### src/rtl/extint_pkg.sv
package extint_pkg;
  localparam int ADDR_W  = 8;
  localparam int DATA_W  = 8;
  localparam int BIT_PND = 3;
  localparam int BIT_ACK = 2;
  localparam int BIT_MSK = 1;
  localparam int BIT_MOD = 0;
  localparam int BIT_PUD = 0;
endpackage

### src/rtl/extint_sync.sv
module extint_sync #(
  parameter int   STAGES  = 2,
  parameter logic RST_VAL = 1'b1
) (
  input  logic clk,
  input  logic rst,
  input  logic d_i,
  output logic q_o
);
  logic [STAGES-1:0] chain;

  generate
    if (STAGES == 1) begin : g_one
      always_ff @(posedge clk) begin
        if (rst) chain <= RST_VAL;
        else     chain <= d_i;
      end
    end else begin : g_many
      always_ff @(posedge clk) begin
        if (rst) chain <= {STAGES{RST_VAL}};
        else     chain <= {chain[STAGES-2:0], d_i};
      end
    end
  endgenerate

  assign q_o = chain[STAGES-1];
endmodule

### src/rtl/extint_detect.sv
module extint_detect (
  input  logic clk,
  input  logic rst,
  input  logic pin_s_i,
  input  logic mode_i,
  input  logic ack_i,
  output logic fall_o,
  output logic set_o,
  output logic pend_o
);
  logic prev_q;
  logic pend_q;

  always_ff @(posedge clk) begin
    if (rst) prev_q <= 1'b1;
    else     prev_q <= pin_s_i;
  end

  assign fall_o = prev_q & ~pin_s_i;
  assign set_o  = fall_o | (mode_i & ~pin_s_i);

  always_ff @(posedge clk) begin
    if (rst)        pend_q <= 1'b0;
    else if (set_o) pend_q <= 1'b1;
    else if (ack_i) pend_q <= 1'b0;
  end

  assign pend_o = pend_q;
endmodule

### src/rtl/extint_regs.sv
module extint_regs
  import extint_pkg::*;
#(
  parameter logic [ADDR_W-1:0] CSR_ADDR = 8'h1D,
  parameter logic [ADDR_W-1:0] PUD_ADDR = 8'h1E
) (
  input  logic              clk,
  input  logic              rst,
  input  logic [ADDR_W-1:0] addr_i,
  input  logic              we_i,
  input  logic [DATA_W-1:0] wdata_i,
  input  logic              pend_i,
  output logic              mask_o,
  output logic              mode_o,
  output logic              pud_o,
  output logic              ack_o,
  output logic [DATA_W-1:0] rdata_o
);
  logic              csr_sel, pud_sel;
  logic              mask_q, mode_q, pud_q;
  logic [DATA_W-1:0] rd_mux;
  logic [DATA_W-1:0] rd_q;

  assign csr_sel = (addr_i == CSR_ADDR);
  assign pud_sel = (addr_i == PUD_ADDR);
  assign ack_o   = we_i & csr_sel & wdata_i[BIT_ACK];

  always_ff @(posedge clk) begin
    if (rst) begin
      mask_q <= 1'b0;
      mode_q <= 1'b0;
      pud_q  <= 1'b0;
    end else if (we_i) begin
      if (csr_sel) begin
        mask_q <= wdata_i[BIT_MSK];
        mode_q <= wdata_i[BIT_MOD];
      end
      if (pud_sel) pud_q <= wdata_i[BIT_PUD];
    end
  end

  always_comb begin
    rd_mux = '0;
    if (csr_sel) begin
      rd_mux[BIT_PND] = pend_i;
      rd_mux[BIT_MSK] = mask_q;
      rd_mux[BIT_MOD] = mode_q;
    end else if (pud_sel) begin
      rd_mux[BIT_PUD] = pud_q;
    end
  end

  always_ff @(posedge clk) begin
    if (rst) rd_q <= '0;
    else     rd_q <= rd_mux;
  end

  assign mask_o  = mask_q;
  assign mode_o  = mode_q;
  assign pud_o   = pud_q;
  assign rdata_o = rd_q;
endmodule

### src/rtl/extint_ctrl.sv
module extint_ctrl
  import extint_pkg::*;
#(
  parameter int                SYNC_STAGES = 2,
  parameter logic [ADDR_W-1:0] CSR_ADDR    = 8'h1D,
  parameter logic [ADDR_W-1:0] PUD_ADDR    = 8'h1E
) (
  input  logic              clk,
  input  logic              rst,
  input  logic              pin_n_i,
  input  logic [ADDR_W-1:0] addr_i,
  input  logic              we_i,
  input  logic [DATA_W-1:0] wdata_i,
  output logic [DATA_W-1:0] rdata_o,
  output logic              irq_o,
  output logic              pu_dis_o
);
  logic pin_s;
  logic fall, set_evt, pend;
  logic mask, mode, pud, ack;

  extint_sync #(.STAGES(SYNC_STAGES), .RST_VAL(1'b1)) u_sync (
    .clk (clk), .rst (rst), .d_i (pin_n_i), .q_o (pin_s)
  );

  extint_detect u_det (
    .clk (clk), .rst (rst), .pin_s_i (pin_s), .mode_i (mode), .ack_i (ack),
    .fall_o (fall), .set_o (set_evt), .pend_o (pend)
  );

  extint_regs #(.CSR_ADDR(CSR_ADDR), .PUD_ADDR(PUD_ADDR)) u_regs (
    .clk (clk), .rst (rst), .addr_i (addr_i), .we_i (we_i), .wdata_i (wdata_i),
    .pend_i (pend), .mask_o (mask), .mode_o (mode), .pud_o (pud), .ack_o (ack),
    .rdata_o (rdata_o)
  );

  assign irq_o    = pend & ~mask;
  assign pu_dis_o = pud;
endmodule

### config.mk
export PLATFORM = sky130hd
export DESIGN_NAME = extint_ctrl
export DESIGN_NICKNAME = d
export VERILOG_FILES = /design/src/rtl/extint_pkg.sv /design/src/rtl/extint_sync.sv /design/src/rtl/extint_detect.sv /design/src/rtl/extint_regs.sv /design/src/rtl/extint_ctrl.sv
export SDC_FILE = /design/constraint.sdc
export NUM_CORES = 1
export LEC_CHECK = 0
export ABC_AREA = 0
export BUFFER_PORTS_ARGS = -buffer_cell sky130_fd_sc_hd__buf_2
export CAP_MARGIN = 10
export CORE_AREA = 2 2 39 41
export DETAILED_ROUTE_END_ITERATION = 7
export DIE_AREA = 0 0 41 43
export PLACE_DENSITY = 0.7
export SLEW_MARGIN = 5
export SYNTH_ARGS = -nofsm -noshare
export SYNTH_HDL_FRONTEND = slang
export SYNTH_HIERARCHICAL = 1
export SYNTH_SLANG_ARGS = --single-unit
### constraint.sdc
create_clock -name clk -period 2.4 [get_ports clk]
set_clock_uncertainty 0.2 [all_clocks]
set_input_delay 0.24 -clock clk [delete_from_list [all_inputs] [get_ports clk]]
set_output_delay 0.24 -clock clk [all_outputs]
set_load 0.02 [all_outputs]
==> impl_metrics.json <==
{
  "switchingPower_w": 0.0000784,
  "p_comb_share_pct": 10.9,
  "start_util_pct": 34.1,
  "min_path_cells": 3,
  "postCtsSetupRepairBufs": 0,
  "vias_per_cell": 4.42,
  "peakVddDrop_v": 0.000400,
  "area_growth_pct": 29.4,
  "crit_chain": "nor2b_4, buf_2",
  "tns_ns": 0,
  "antenna_found_initial": 0,
  "cts.sinks": 10,
  "worst-path-max-fanout": 3,
  "avgSynthCellArea_um2": 10.3,
  "fp.dieW_um": 41,
  "power_density_nw_per_um2": 586,
  "clkTransAtPathRegs_ns": 0.07,
  "gp_congestion": 0.700,
  "cts_resized": 0,
  "cp_slowest_stage_delay_ns": 0.34,
  "clk_path_buf_depth": 2,
  "cts_max_level": 1,
  "grt_max_degree": 13,
  "clockRootBuffer": "clkbuf_4",
  "drc": 0,
  "cts_inserted_buffers": 3,
  "maxCapViolCount": 0,
  "post-route-period-util_pct": 55.3,
  "grt.total_usage_pct": 11.3,
  "cp_num_buf_inv": 1,
  "fill_cells": 141,
  "grt_pass1_vias": 314,
  "post_drt_wl_per_cell_um": 8.75,
  "clkLatencyLatePin_ns": 0.26,
  "die_area_um2": 1760,
  "nets": 90,
  "endpoint_kind": "primary output",
  "die_h_um": 43,
  "finalPower_w": 0.000358,
  "crit_type": "register to primary output",
  "reg2regPathDepth": 3,
  "hold_violations": 0,
  "pwr-share-clk_pct": 41.6,
  "drv_slew": 0,
  "vias": 376,
  "drt.antenna.violating_nets": 0,
  "pin_count": 30,
  "rsz0062_at_grt": "no",
  "status": "finished, final reports clean",
  "cp.depth": 2,
  "antenna_cells": 0,
  "crit_required_ns": 1.96,
  "leakage_nw": 0.279,
  "start_kind": "register",
  "p_int_w": 0.000280,
  "rows": 14,
  "io_buffers": 19,
  "p_seq_share_pct": 47.5,
  "cts_hold_buf": 1,
  "yosysWarnings": 6,
  "finalSetupViolCount": 0,
  "min_period_ns": 1.33,
  "cp_data_arrival_time_ns": 0.89,
  "cts_tree": "built",
  "syn_inst": 46,
  "hold_class": "primary input to register",
  "wl_um": 744,
  "grt_pass1_wl_um": 1250,
  "crit_family": "flip-flops",
  "grt-ovfl-total": 0,
  "dr.pass1.iters": 4,
  "fp.coreArea_um2": 1380,
  "synth_area_um2": 472,
  "max_freq_mhz": 753,
  "crit_slowest_cell": "dfxtp_1",
  "drt-initial-drc-count": 5,
  "switching_share_pct": 21.9,
  "drive_above_1_share_pct": 40.6
}
power by group through the flow:
stage | Sequential, W | Combinational, W | Clock [W]
6_report | 0.000170 | 0.0000390 | 0.000149
5_1_grt | 0.000170 | 0.0000432 | 0.000165
4_1_cts | 0.000170 | 0.0000393 | 0.000156
3_5_place_dp | 0.000174 | 0.0000381 | 0
3_3_place_gp | 0.000174 | 0.0000376 | 0
2_1_floorplan | 0.000174 | 0.0000273 | 0
layout by cell type, fill, tap and decap left out:
master         instances
buf_2                 19
dfxtp_1               10
nand2b_1               5
conb_1                 5
clkbuf_4               3
mux2i_1                3
nor2_1                 2
nor2b_1                2
nand2_1                2
nor3b_1                2
or2_1                  2
nor2b_4                1
clkbuf_8               1
dlygate4sd3_1          1
inv_1                  1
or2_4                  1
o32ai_2                1
nor4b_4                1
and2_1                 1
nand3_1                1
and4_4                 1
nand4_1                1
and3b_1                1
a21oi_1                1
nor3_1                 1
worst register-to-register path: cells and delay by family, from the launching register on:
kind | cells | cell delay (ns)
simple gates | 2 | 0.23
compound gates | 1 | 0.11
flops | 1 | 0.32
per-layer routing:
layer / vias to the layer above / GRT usage (%) / wire (µm) / share of wire, %
met1: 162 / 13.0 / 329 / 44
met4: 0 / 12.0 / 9 / 1.2
met2: 20 / 13.8 / 335 / 45
li1: 192 / - / - / -
met3: 2 / 5.24 / 70 / 9.4
met5: - / 0 / 0 / 0
stage by stage:
| step | cell area, µm² | util (%) | instances | setup WS, ns | hold WS, ns |
|---|---|---|---|---|---|
| 6_report | 611 | 44.1 | 85 | 1.07 | 0.0301 |
| 5_1_grt | 611 | 44.1 | 85 | 1.02 | 0.0319 |
| 4_1_cts | 611 | 44.1 | 85 | 1.05 | 0.0216 |
| 3_5_place_dp | 564 | 40.8 | 80 | 0.930 | 0.199 |
| 3_3_place_gp | 564 | 40.8 | 80 | 0.944 | 0.187 |
| 2_1_floorplan | 487 | - | 50 | 1.16 | 0.116 |
worst paths after layout:
kind / from / to / slack, ns
max: u_det/pend_o / irq_o / 1.07
min: wdata_i[1] / u_regs/mask_o / 0.03
max reg2reg: u_regs/pud_o / u_regs/rdata_o[0] / 1.43
min reg2reg: u_sync/chain[0] / u_sync/chain[1] / 0.21
final cells by class:
cell class              count  area (µm²)  area share (%)
flip-flops and latches     10         200            32.8
clock buffers               4        36.3            5.94
multi-input cells          34         245            40.2
well taps                  16        20.0            3.28
inverters                   1        3.75           0.615
repair buffers             20         105            17.2
sequential cells by signal (all words and copies together), names as in the netlist:
name,flops
u_regs/rdata_o,3
u_det/prev_q,1
u_sync/chain,2
u_regs/mode_o,1
u_regs/pud_o,1
u_det/pend_o,1
u_regs/mask_o,1
(Power assumes the default switching activity.)
